--- config.mk ---
export PLATFORM = sky130hd
export DESIGN_NAME = vfsmov_unit
export DESIGN_NICKNAME = d
export VERILOG_FILES = /design/src/rtl/vfsmov_pkg.sv /design/src/rtl/vfsmov_decode.sv /design/src/rtl/vfsmov_to_fp.sv /design/src/rtl/vfsmov_to_vec.sv /design/src/rtl/vfsmov_unit.sv
export SDC_FILE = /design/constraint.sdc
export NUM_CORES = 1
export LEC_CHECK = 0
export BUFFER_PORTS_ARGS = -buffer_cell sky130_fd_sc_hd__buf_2
export CAP_MARGIN = 20
export CORE_AREA = 2 2 180 182
export CTS_BUF_LIST = sky130_fd_sc_hd__clkbuf_2
export CTS_CLUSTER_DIAMETER = 100
export DETAILED_ROUTE_END_ITERATION = 12
export DIE_AREA = 0 0 182 184
export RECOVER_POWER = 25
export SYNTH_ARGS = -nofsm -noshare
export SYNTH_HDL_FRONTEND = slang
export SYNTH_SLANG_ARGS = --single-unit
--- constraint.sdc ---
create_clock -name clk -period 0.8 [get_ports clk]
set_clock_uncertainty 0.15 [all_clocks]
set_input_delay 0 -clock clk [delete_from_list [all_inputs] [get_ports clk]]
set_output_delay 0 -clock clk [all_outputs]
set_load 0.02 [all_outputs]
--- src/rtl/vfsmov_pkg.sv ---
package vfsmov_pkg;

  localparam int unsigned RIDX_W = 5;
  localparam int unsigned FP_W   = 64;

  localparam logic [6:0] OPC_VECTOR = 7'b1010111;
  localparam logic [5:0] F6_TO_FP   = 6'b001100;
  localparam logic [5:0] F6_TO_VEC  = 6'b001101;
  localparam logic [2:0] F3_TO_FP   = 3'b001;
  localparam logic [2:0] F3_TO_VEC  = 3'b101;

  typedef enum logic [1:0] {
    MV_NONE   = 2'd0,
    MV_TO_FP  = 2'd1,
    MV_TO_VEC = 2'd2
  } mv_kind_e;

  // Bits covered by one element of the selected width.
  function automatic logic [FP_W-1:0] width_mask(input logic [1:0] sew);
    logic [FP_W-1:0] m;
    case (sew)
      2'd0:    m = 64'h0000_0000_0000_00FF;
      2'd1:    m = 64'h0000_0000_0000_FFFF;
      2'd2:    m = 64'h0000_0000_FFFF_FFFF;
      default: m = 64'hFFFF_FFFF_FFFF_FFFF;
    endcase
    return m;
  endfunction

  // Keep the element bits and set every bit above them to 1.
  function automatic logic [FP_W-1:0] box_element(input logic [FP_W-1:0] raw,
                                                  input logic [1:0]      sew);
    return raw | ~width_mask(sew);
  endfunction

  // FP source value as stored into a vector element.
  function automatic logic [FP_W-1:0] fp_store_value(input logic [FP_W-1:0] raw,
                                                     input logic [1:0]      sew,
                                                     input logic            d_present);
    if (sew == 2'd3 && !d_present)
      return {32'hFFFF_FFFF, raw[31:0]};
    return raw;
  endfunction

endpackage

--- src/rtl/vfsmov_decode.sv ---
module vfsmov_decode
  import vfsmov_pkg::*;
(
  input  logic              instr_valid,
  input  logic [31:0]       instr_word,
  input  logic [1:0]        sew_code,
  input  logic              vill,
  input  logic [1:0]        fs_state,
  input  logic              has_f,
  output mv_kind_e          kind,
  output logic [RIDX_W-1:0] src_vec_idx,
  output logic [RIDX_W-1:0] src_fp_idx,
  output logic [RIDX_W-1:0] dst_idx,
  output logic              hit,
  output logic              fire_to_fp,
  output logic              fire_to_vec,
  output logic              trap
);

  logic [5:0] f6;
  logic [2:0] f3;
  logic       mask_off;
  logic       op_ok;
  logic       is_to_fp;
  logic       is_to_vec;
  logic       cfg_ok;
  logic       fs_on;

  assign f6       = instr_word[31:26];
  assign mask_off = instr_word[25];
  assign f3       = instr_word[14:12];
  assign op_ok    = (instr_word[6:0] == OPC_VECTOR) && mask_off;

  assign src_vec_idx = instr_word[24:20];
  assign src_fp_idx  = instr_word[19:15];
  assign dst_idx     = instr_word[11:7];

  assign is_to_fp  = op_ok && (f6 == F6_TO_FP)  && (f3 == F3_TO_FP)
                     && (src_fp_idx == '0);
  assign is_to_vec = op_ok && (f6 == F6_TO_VEC) && (f3 == F3_TO_VEC)
                     && (src_vec_idx == '0);

  always_comb begin
    kind = MV_NONE;
    if (is_to_fp)       kind = MV_TO_FP;
    else if (is_to_vec) kind = MV_TO_VEC;
  end

  assign cfg_ok = !vill && has_f && (sew_code != 2'd0);
  assign fs_on  = (fs_state != 2'd0);

  assign hit         = instr_valid && (kind != MV_NONE);
  assign fire_to_fp  = hit && (kind == MV_TO_FP)  && cfg_ok && fs_on;
  assign fire_to_vec = hit && (kind == MV_TO_VEC) && cfg_ok;
  assign trap        = hit && !fire_to_fp && !fire_to_vec;

endmodule

--- src/rtl/vfsmov_to_fp.sv ---
module vfsmov_to_fp
  import vfsmov_pkg::*;
#(
  parameter int unsigned VLEN = 128
) (
  input  logic [VLEN-1:0] vreg,
  input  logic [1:0]      sew_code,
  output logic [FP_W-1:0] fp_result
);

  generate
    if (VLEN < FP_W) begin : g_bad_vlen
      $error("vfsmov_to_fp: VLEN must be at least 64");
    end
  endgenerate

  logic [FP_W-1:0] lane0;
  assign lane0     = vreg[FP_W-1:0];
  assign fp_result = box_element(lane0, sew_code);

endmodule

--- src/rtl/vfsmov_to_vec.sv ---
module vfsmov_to_vec
  import vfsmov_pkg::*;
#(
  parameter int unsigned VLEN = 128
) (
  input  logic [FP_W-1:0] fp_value,
  input  logic [1:0]      sew_code,
  input  logic            has_d,
  output logic [VLEN-1:0] vreg_result
);

  localparam int unsigned PAD_W = (VLEN > FP_W) ? VLEN - FP_W : 1;

  logic [FP_W-1:0] stored;
  logic [FP_W-1:0] lane0;

  assign stored = fp_store_value(fp_value, sew_code, has_d);
  assign lane0  = stored & width_mask(sew_code);

  generate
    if (VLEN > FP_W) begin : g_pad
      logic [PAD_W-1:0] upper_zero;
      assign upper_zero  = '0;
      assign vreg_result = {upper_zero, lane0};
    end else begin : g_exact
      assign vreg_result = lane0[VLEN-1:0];
    end
  endgenerate

endmodule

--- src/rtl/vfsmov_unit.sv ---
module vfsmov_unit
  import vfsmov_pkg::*;
#(
  parameter int unsigned VLEN = 128,
  parameter int unsigned VL_W = 16
) (
  input  logic              clk,
  input  logic              rst_n,
  input  logic              instr_valid,
  input  logic [31:0]       instr_word,
  input  logic [1:0]        sew_code,
  input  logic [VL_W-1:0]   vl,
  input  logic              vill,
  input  logic [1:0]        fs_state,
  input  logic              has_f,
  input  logic              has_d,
  output logic [4:0]        vrf_raddr,
  input  logic [VLEN-1:0]   vrf_rdata,
  output logic [4:0]        fpr_raddr,
  input  logic [63:0]       fpr_rdata,
  output logic              vrf_we,
  output logic [4:0]        vrf_waddr,
  output logic [VLEN-1:0]   vrf_wdata,
  output logic              fpr_we,
  output logic [4:0]        fpr_waddr,
  output logic [63:0]       fpr_wdata,
  output logic              illegal_instr,
  output logic              fs_dirty
);

  mv_kind_e          dec_kind;
  logic [RIDX_W-1:0] dec_src_vec;
  logic [RIDX_W-1:0] dec_src_fp;
  logic [RIDX_W-1:0] dec_dst;
  logic              dec_hit;
  logic              dec_fire_fp;
  logic              dec_fire_vec;
  logic              dec_trap;
  logic              vec_commit;
  logic [FP_W-1:0]   fp_next;
  logic [VLEN-1:0]   vec_next;

  vfsmov_decode u_decode (
    .instr_valid (instr_valid),
    .instr_word  (instr_word),
    .sew_code    (sew_code),
    .vill        (vill),
    .fs_state    (fs_state),
    .has_f       (has_f),
    .kind        (dec_kind),
    .src_vec_idx (dec_src_vec),
    .src_fp_idx  (dec_src_fp),
    .dst_idx     (dec_dst),
    .hit         (dec_hit),
    .fire_to_fp  (dec_fire_fp),
    .fire_to_vec (dec_fire_vec),
    .trap        (dec_trap)
  );

  assign vrf_raddr = dec_src_vec;
  assign fpr_raddr = dec_src_fp;

  vfsmov_to_fp #(.VLEN(VLEN)) u_to_fp (
    .vreg      (vrf_rdata),
    .sew_code  (sew_code),
    .fp_result (fp_next)
  );

  vfsmov_to_vec #(.VLEN(VLEN)) u_to_vec (
    .fp_value    (fpr_rdata),
    .sew_code    (sew_code),
    .has_d       (has_d),
    .vreg_result (vec_next)
  );

  // A legal move with an empty vector length commits nothing.
  assign vec_commit = dec_fire_vec && (vl != '0);

  always_ff @(posedge clk or negedge rst_n) begin
    if (!rst_n) begin
      vrf_we        <= 1'b0;
      fpr_we        <= 1'b0;
      illegal_instr <= 1'b0;
      fs_dirty      <= 1'b0;
      vrf_waddr     <= '0;
      fpr_waddr     <= '0;
      vrf_wdata     <= '0;
      fpr_wdata     <= '0;
    end else begin
      vrf_we        <= vec_commit;
      fpr_we        <= dec_fire_fp;
      illegal_instr <= dec_trap;
      fs_dirty      <= dec_fire_fp;
      if (vec_commit) begin
        vrf_waddr <= dec_dst;
        vrf_wdata <= vec_next;
      end
      if (dec_fire_fp) begin
        fpr_waddr <= dec_dst;
        fpr_wdata <= fp_next;
      end
    end
  end

endmodule

Word level (Yosys, flattened, before mapping)
Index checks and enable logic that the tools add are counted.

storage, ports and cells
  register bits = 141
  output and inout bits = 216
  memory bits (read-only) = 0
  word-level logic and storage cells = 56
  memories kept = 0
  bits of input ports = 250
  memory bits (writable) = 0
  bits in latches = 0

cells by class
  bitwise operators = 3
  $lt $le $gt $ge = 0
  shift-type cells = 0
  eq/ne operators = 10
  divide/modulo/power cells = 0
  reductions and logical operators = 30
  $add $sub $neg = 0
  multiply operators = 0
  mux-type cells = 6

operator list
  operator            count
  $pmux 64 s3         1
  $mux 64             2
  $and 64x64->64      1
  $not 64->64         1
  $or 64x64->64       1
  $logic_and 1x1->1   19
  $reduce_bool 16->1  1
  $eq 6x4->1 const B  2
  $logic_not 5->1     2
  $eq 7x7->1 const B  1
  $eq 2x2->1 const B  3
  $reduce_bool 2->1   3
  $eq 2x1->1 const B  2
  $logic_not 1->1     4
  $mux 2              2
  $eq 3x1->1 const B  1
  $eq 3x3->1 const B  1
  $logic_not 2->1     1
  $mux 1              1

Logic depth before layout (Yosys ltp)
Gate-level depths: netlist of the first run.

  word-level depth = 15
  depth in mapped cells = 8
  gate-level depth less buffers = 5

Cells and area by module
From an unflattened synthesis of the first run, not the netlist that was laid out.

second synthesis, totals
  cell total of the unflattened synthesis = 720
  area, all modules = 9515.4 um^2

modules (own cells, without submodules)
  module         instances  sequential area each (um^2)  cells an instance  area an instance (um^2)
  vfsmov_unit    1          5129.9                       436                7591.0
  vfsmov_to_vec  1          0.0                          170                1039.7
  vfsmov_to_fp   1          0.0                          74                 556.8
  vfsmov_decode  1          0.0                          40                 327.8

Least setup slack after synthesis of the first run
OpenSTA, ideal clock, no wires.

  path kind = in2reg
  start = input instr_word[27]
  end = register fpr_waddr[0]
  setup time = 0.125 ns
  required time = 0.525 ns
  setup slack = -0.923 ns
  data arrival time = 1.448 ns
  stages on the path = 5
  buffers on the path = 1
  path through = and4bb_2 > nand4_2 > nor4b_4 > buf_2 > mux2_2

on the way
  cells in the longest elaborated chain, start to end = 11
  elaborated cells between the ends (all ways) = 16
  those cells by class = eq/ne (3); mux (2); reduce/logical (11)

ends and longest elaborated chain
  element                            RTL line             text
  start: declaration                 vfsmov_unit.sv:10    input logic [31:0] instr_word,
  $eq 6x4->1                         vfsmov_decode.sv:40  assign is_to_vec = op_ok && (f6 == F6_TO_VEC) && (f3 == F3_TO_VEC)
  $logic_and 1x1->1 (2 in series)    vfsmov_decode.sv:40
  $logic_and 1x1->1                  vfsmov_decode.sv:41  && (src_vec_idx == '0);
  $mux 2                             vfsmov_decode.sv:46  else if (is_to_vec) kind = MV_TO_VEC;
  $mux 2 *                           vfsmov_decode.sv:45  if (is_to_fp) kind = MV_TO_FP;
  $reduce_bool 2->1                  vfsmov_decode.sv:52  assign hit = instr_valid && (kind != MV_NONE);
  $logic_and 1x1->1                  vfsmov_decode.sv:52
  $logic_and 1x1->1 * (3 in series)  vfsmov_decode.sv:53  assign fire_to_fp = hit && (kind == MV_TO_FP) && cfg_ok && fs_on;
  end signal: assignment             vfsmov_unit.sv:99    fpr_waddr <= dec_dst;
  end: declaration                   vfsmov_unit.sv:25    output logic [4:0] fpr_waddr,

Mark *: on every way between the ends. The rest lies on a longest branch, timed or not.
A chain may end at the register's enable or synchronous reset.

Worst setup path after layout of the first run
  start = register vrf_waddr[1]
  end = output vrf_waddr[1]

RTL lines
  element                   RTL line           text
  start: declaration        vfsmov_unit.sv:22  output logic [4:0] vrf_waddr,
  start signal: assignment  vfsmov_unit.sv:95  vrf_waddr <= dec_dst;

No word-level cell between the ends.

==> metrics.cfg, run 1 <==
[placement]
dp_cells = 1412
place.port_buffers = 337
post-dp-hpwl_mm = 15.4
post-place-ws_ns = -1.23
gp_congestion = 0.810

[power_and_ir_drop]
power_mw = 14.6
peakVddDrop_mv = 1.20
pwr_density_cell_nw_per_um2 = 984
p_leak_nw = 7.44

[logic_synthesis]
ys.flop_type = dfrtp_1
synth.distinct_cells = 28
syn_area_per_cell_um2 = 10.3
yosys_warnings = 0
async_flop_share_pct = 100
synth_edf_count = 0
ys_seq_area_share_pct = 53.7
syn_inst = 640
netlist_area_um2 = 6570
ys_ff_latch = 141

[floorplan]
initial_core_util_pct = 20.9
io_pins = 466
rows = 65
die_h_um = 184
die_width_um = 182
die_area_um2 = 33500
core_area_um2 = 31400

[sta]
period_minus_slack_ns = 1.66
grt_setup_unrepaired = yes
setup_viol = 383
drv_slew = 0
period_share_pct = 207
fin_ws_ns = -0.855
slew_headroom_pct = 35.9
holdWs_ns = -0.506
tightest_slew_ns = 0.958
finalHoldViolCount = 139
max_freq_mhz = 604

[setup_path]
end_kind = output pin
critical_path.max_fanout = 2
cpPeakStageDelay_ns = 0.47
cpLargestDelayFamily = flip-flops
worstPathRequired_ns = 0.65
worst-endpoint-arrival_ns = 1.51
reg2reg_slack_ns = -0.36
worstSetupPathType = reg -> out
cp_slowest_cell = dfrtp_1
crit_chain = buf_6 > buf_6
start_kind = register
path_common_cell = buf_6
path_buf_inv = 2

[global_route]
grt_max_degree = 47
antenna_found_initial = 2
grt_usage_pct = 17.4
grt_pass1_vias = 8207
grt_pass1_wl_mm = 44.5
gr-total-overflow = 0

[layout]
fin_util_pct = 47.3
n_fill_cell = 2600
drive_above_1_share_pct = 52.5
layout.cells.non_filler = 1779
multi_input_area_um2 = 3160
synthToLayoutAreaGrowth_pct = 126
layout_common_cells = dlygate4sd3_1 (227), buf_6 (216), buf_2 (179)
nNetsFinal = 1611
layout_commonest_cell = dlygate4sd3_1
seq_area_um2 = 3530

[drt]
drt_iter0_drc = 214
dr.pass1.iters = 4
viasPerCell = 4.21
num_vias = 7496
ant_nets = 0
post_drt_wl_per_cell_um = 17.7
drc = 0
wl_mm = 31.6

[cts]
clk-insertion-delay-late_ns = 0.79
cts_buffer_depth = 2
htreeDepth = 4
cts-buffers-inserted = 17
cts-root-buf = clkbuf_2
cts_tree = done
clk_pin_slew_ns = 0.28
clock_sinks = 141

[outcome]
status = finished with violations
violations = negative hold slack, negative setup slack

[run]
cap_viol_max_count = 0

[worst_hold_path]
hold_class = in -> reg

==> state kept, by name, indices dropped and copies added, names as in the netlist <==
| signal | flops |
|---|---|
| illegal_instr | 1 |
| vrf_wdata | 64 |
| fpr_wdata | 64 |
| vrf_we | 1 |
| fpr_waddr | 5 |
| fs_dirty | 1 |
| vrf_waddr | 5 |
==> tightest hold or removal path, stage by stage <==
cell and delay [ns]:
buf_2 0.14, or4b_4 0.15, nor3_4 0.04, nand2_1 0.04, nor2_1 0.03
==> routing by layer <==
layer | GRT usage (%) | vias up | wire (um)
li1 | - | 3386 | -
met1 | 18.2 | 3643 | 11400
met2 | 31.5 | 383 | 16800
met3 | 5.13 | 84 | 2210
met4 | 9.10 | 0 | 1110
met5 | 0 | - | 0
==> where the power goes <==
part / switching, mW / internal, mW
sequential: 0.0000110 / 7.14
combinational: 1.20 / 1.32
clock: 3.11 / 1.84
==> cell families (layout without fill, tap and decap cells) <==
kind of cell / Yosys count / in the layout / share of synthesized area, %
other cells: 1 / 67 / 0.0571
flops: 141 / 141 / 53.7
compound gates: 91 / 91 / 7.28
mux: 82 / 82 / 13.8
buf+inv: 173 / 844 / 14.5
simple gates: 152 / 152 / 10.7
==> repair_timing <==
action                                 in CTS  in global routing
hold buffers                              228                  4
cloned                                     10                  6
setup endpoints to repair                 282                303
setup buffers                              43                 66
pin swaps                                  13                 20
resized for setup                         438                160
endpoints found under the hold margin     282                282
==> per-stage QoR <==
stage	cell area [um2]	TNS (ns)
2_1_floorplan	7120	-110.74
3_3_place_gp	9280	-155.29
3_5_place_dp	9280	-158.25
4_1_cts	13900	-199.74
5_1_grt	14800	-192.54
6_report	14800	-174.94
==> final timing paths <==
kind / cells past startpoint / start / to
max in group asynchronous: 3 / rst_n / fpr_wdata[22]
worst min register to register: 2 / vrf_wdata[18] / vrf_wdata[18]
worst min-delay path: 5 / instr_word[24] / vrf_we
worst max-delay path: 2 / vrf_waddr[1] / vrf_waddr[1]
worst max register to register: 3 / fpr_wdata[6] / fpr_wdata[6]
min in group asynchronous: 2 / rst_n / vrf_wdata[16]
==> synthesized netlist by cell type, types with 3 or more instances <==
master	number	area share, %
buf_2	14	1.1
inv_1	64	3.7
a31oi_1	16	1.5
nor2b_1	10	0.95
and4bb_2	3	0.57
buf_4	76	8.7
nand2_1	20	1.1
clkbuf_1	19	1.1
nor4_1	6	0.57
a21oi_1	72	5.5
nor3_1	3	0.23
dfrtp_1	141	54
mux2_2	66	11
nor2_1	99	5.7
mux2i_1	16	2.4
==> final cells by class <==
cell class              instances  share of cell area [%]
repair buffers                748                    48.0
clock inverters                14                    1.23
diodes                          3                  0.0506
clock buffers                  18                   0.607
well taps                     402                    3.39
multi-input cells             389                    21.3
inverters                      64                    1.62
flip-flops and latches        141                    23.8
No activity file was read; power rests on OpenSTA's default activity.
==> run 2: changes to the inputs <==
--- a/config.mk
+++ b/config.mk
@@ -5,13 +5,15 @@
 export SDC_FILE = /design/constraint.sdc
 export NUM_CORES = 1
 export LEC_CHECK = 0
+export ABC_AREA = 1
 export BUFFER_PORTS_ARGS = -buffer_cell sky130_fd_sc_hd__buf_2
 export CAP_MARGIN = 20
-export CORE_AREA = 2 2 180 182
+export CORE_AREA = 2 2 181 183
 export CTS_BUF_LIST = sky130_fd_sc_hd__clkbuf_2
 export CTS_CLUSTER_DIAMETER = 100
 export DETAILED_ROUTE_END_ITERATION = 12
-export DIE_AREA = 0 0 182 184
+export DIE_AREA = 0 0 183 185
+export GPL_TIMING_DRIVEN = 0
 export RECOVER_POWER = 25
 export SYNTH_ARGS = -nofsm -noshare
 export SYNTH_HDL_FRONTEND = slang
==> metrics.cfg, run 2 <==
[outcome]
status = finished with violations
violations = negative hold slack, negative setup slack

[worst_hold_path]
hold_class = in -> async

[cts]
cts-buffers-inserted = 17
clk_pin_slew_ns = 0.31
cts_buffer_depth = 2
clk-insertion-delay-late_ns = 0.71
htreeDepth = 4
clock_sinks = 141
cts-root-buf = clkbuf_2
cts_tree = done

[placement]
dpl_cell_area_um2 = 10100
gp_congestion = 0.799
post-place-ws_ns = -1.22
post-dp-hpwl_mm = 18.7
place.port_buffers = 336

[setup_path]
critical_path.max_fanout = 10
start_kind = primary input
path_buf_inv = 4
cp_slowest_cell = dlygate4sd3_1
reg2reg_slack_ns = -0.28
worstSetupPathType = in -> reg
worstPathRequired_ns = 1.27
r2r-start = fpr_wdata[16]
cpLargestDelayFamily = buffers and inverters
worst-endpoint-arrival_ns = 2.16
path_common_cell = nor2_4
r2r_end = fpr_wdata[16]
reg2reg_depth = 6
end_kind = register
cpPeakStageDelay_ns = 0.88
crit_chain = buf_6 > dlygate4sd3_1 > nor2_4 > nor2_4 > a21boi_4 > nand3_4 > buf_12 > buf_8 > nand2_2 > nand2_1

[logic_synthesis]
synth_edf_count = 0
ys.flop_type = dfrtp_1
synth.distinct_cells = 17
async_flop_share_pct = 100
synth_top_area_share_pct = 47.5
synth-simple-area-share_pct = 29.8
synthTopCellsByArea = dfrtp_1 (48%), nand2_1 (19%), inv_1 (9.3%)
netlist.top_cell.by_area = dfrtp_1
yosys_warnings = 0
synth_fa_ha_area_share_pct = 0
syn_inst = 1040
netlist_area_um2 = 7420
yosysMostFrequentCell = nand2_1
netlist_top_cells_count = nand2_1 (384), inv_1 (183), dfrtp_1 (141)
ys_ff_latch = 141
synth_compound_area_share_pct = 2.53
syn_area_per_cell_um2 = 7.14
synth_top_family_by_area = simple AND/OR/NAND/NOR gates
ys_seq_area_share_pct = 47.5
synth_mux_area_share_pct = 0
yosys.area_share.xor_xnor_pct = 0

[global_route]
grt_pass1_vias = 8437
grt_max_degree = 91
grt_usage_pct = 16.5
grt_pass1_wl_mm = 43.9
use_met3_pct = 3.97
antenna_found_initial = 2
globalRouteMet2Util_pct = 29.0
grt-busiest-layer = met2
gr-total-overflow = 0
use_met1_pct = 19.2

[power_and_ir_drop]
p_int_mw = 9.61
p_sw_mw = 4.30
peakVddDrop_mv = 0.801
pwr_density_cell_nw_per_um2 = 1010
power_frac_comb_pct = 17.5
p_leak_nw = 7.94
clkPwrFrac_pct = 31.1
seqPwrFrac_pct = 51.3
swShare_pct = 30.9

[sta]
finalHoldViolCount = 191
fin_tns_setup_ns = -207.50
holdWs_ns = -0.610
period_share_pct = 210
grt_setup_unrepaired = yes
setup_viol = 328
fin_ws_ns = -0.881
tightest_slew_ns = 1.50
max_freq_mhz = 595
period_minus_slack_ns = 1.68
drv_slew = 0
slew_headroom_pct = 0.0634

[floorplan]
die_area_um2 = 33900
die_h_um = 185
io_pins = 466
initial_core_util_pct = 23.2
rows = 66
die_width_um = 183
core_area_um2 = 32000

[layout]
synthToLayoutAreaGrowth_pct = 86.4
layout_common_cells = nand2_1 (345), buf_2 (195), buf_6 (190)
seq_area_um2 = 3530
nNetsFinal = 1942
drive_above_1_share_pct = 36.6
fin_util_pct = 43.2
n_fill_cell = 3029
layout_commonest_cell = nand2_1
reg.largest.list = fpr_wdata (64), vrf_wdata (64)
multi_input_area_um2 = 2900
fin_area_um2 = 13800

[drt]
dr.pass1.iters = 7
ant_nets = 0
viasPerCell = 4.04
num_vias = 8539
wl_mm = 29.6
drc = 0
drt_iter0_drc = 392
post_drt_wl_per_cell_um = 14.0

[run]
cap_viol_max_count = 0

run 2: stage by stage:
step                instances  power [mW]  hold slack, ns
floorplan                1103        8.17          -0.446
global placement         1847        8.92          0.0542
detailed placement       1848        8.94          -0.160
CTS                      2086        14.0           -1.09
global route             2115        14.6          -0.596
finish                   2115        13.9          -0.610
run 2: logic make-up after synthesis:
family	Yosys count
AND/OR/NAND/NOR	557
buffers and inverters	307
flip-flops	141
AO/OA/AOI/OAI	34
other	1
run 2: worst max-delay path by stage:
stage / slack (ns) / from / depth (start not counted) / endpoint
5_1_grt: -0.87 / fpr_wdata[12] / 1 / fpr_wdata[12]
3_3_place_gp: -2.67 / rst_n / 1 / fpr_wdata[32]
6_report: -0.88 / sew_code[1] / 10 / vrf_wdata[25]
4_1_cts: -0.85 / fs_dirty / 2 / fs_dirty
3_5_place_dp: -1.22 / vl[6] / 8 / vrf_wdata[27]
2_1_floorplan: -0.46 / instr_word[6] / 11 / vrf_wdata[25]
run 2: area by class of cell:
cell class	count	area share, %
diodes	2	0.0362
multi-input cells	655	20.9
repair buffers	571	36.1
clock buffers	18	0.651
inverters	184	5.05
flip-flops and latches	141	25.5
well taps	408	3.69
plain buffers	122	7.04
clock inverters	14	0.976
run 2: layer usage:
layer,vias up,routed length [um]
met2,337,14700
met4,0,1080
met1,3934,12000
met3,70,1810
met5,-,0
li1,4198,-
run 2: worst register-to-register path, delay by kind of cell (launching register included):
family	cells	cell delay, ns
buffers and inverters	4	0.31
AND/OR/NAND/NOR	2	0.10
flip-flops	1	0.47
run 2: what timing repair did:
action | in CTS | in global routing
endpoints found under the setup margin | 266 | 283
gates cloned | 3 | 2
pin swaps | 49 | 88
hold endpoints to repair | 282 | 282
hold buffers | 168 | 3
buffers inserted | 37 | 34
resized for setup | 325 | 100
run 2: power groups by stage:
stage          clock, mW  combinational [mW]  sequential, mW
5_1_grt             4.84                2.64            7.15
3_3_place_gp           0                1.65            7.26
2_1_floorplan          0               0.910            7.26
3_5_place_dp           0                1.68            7.26
6_report            4.33                2.44            7.14
4_1_cts             4.55                2.34            7.15
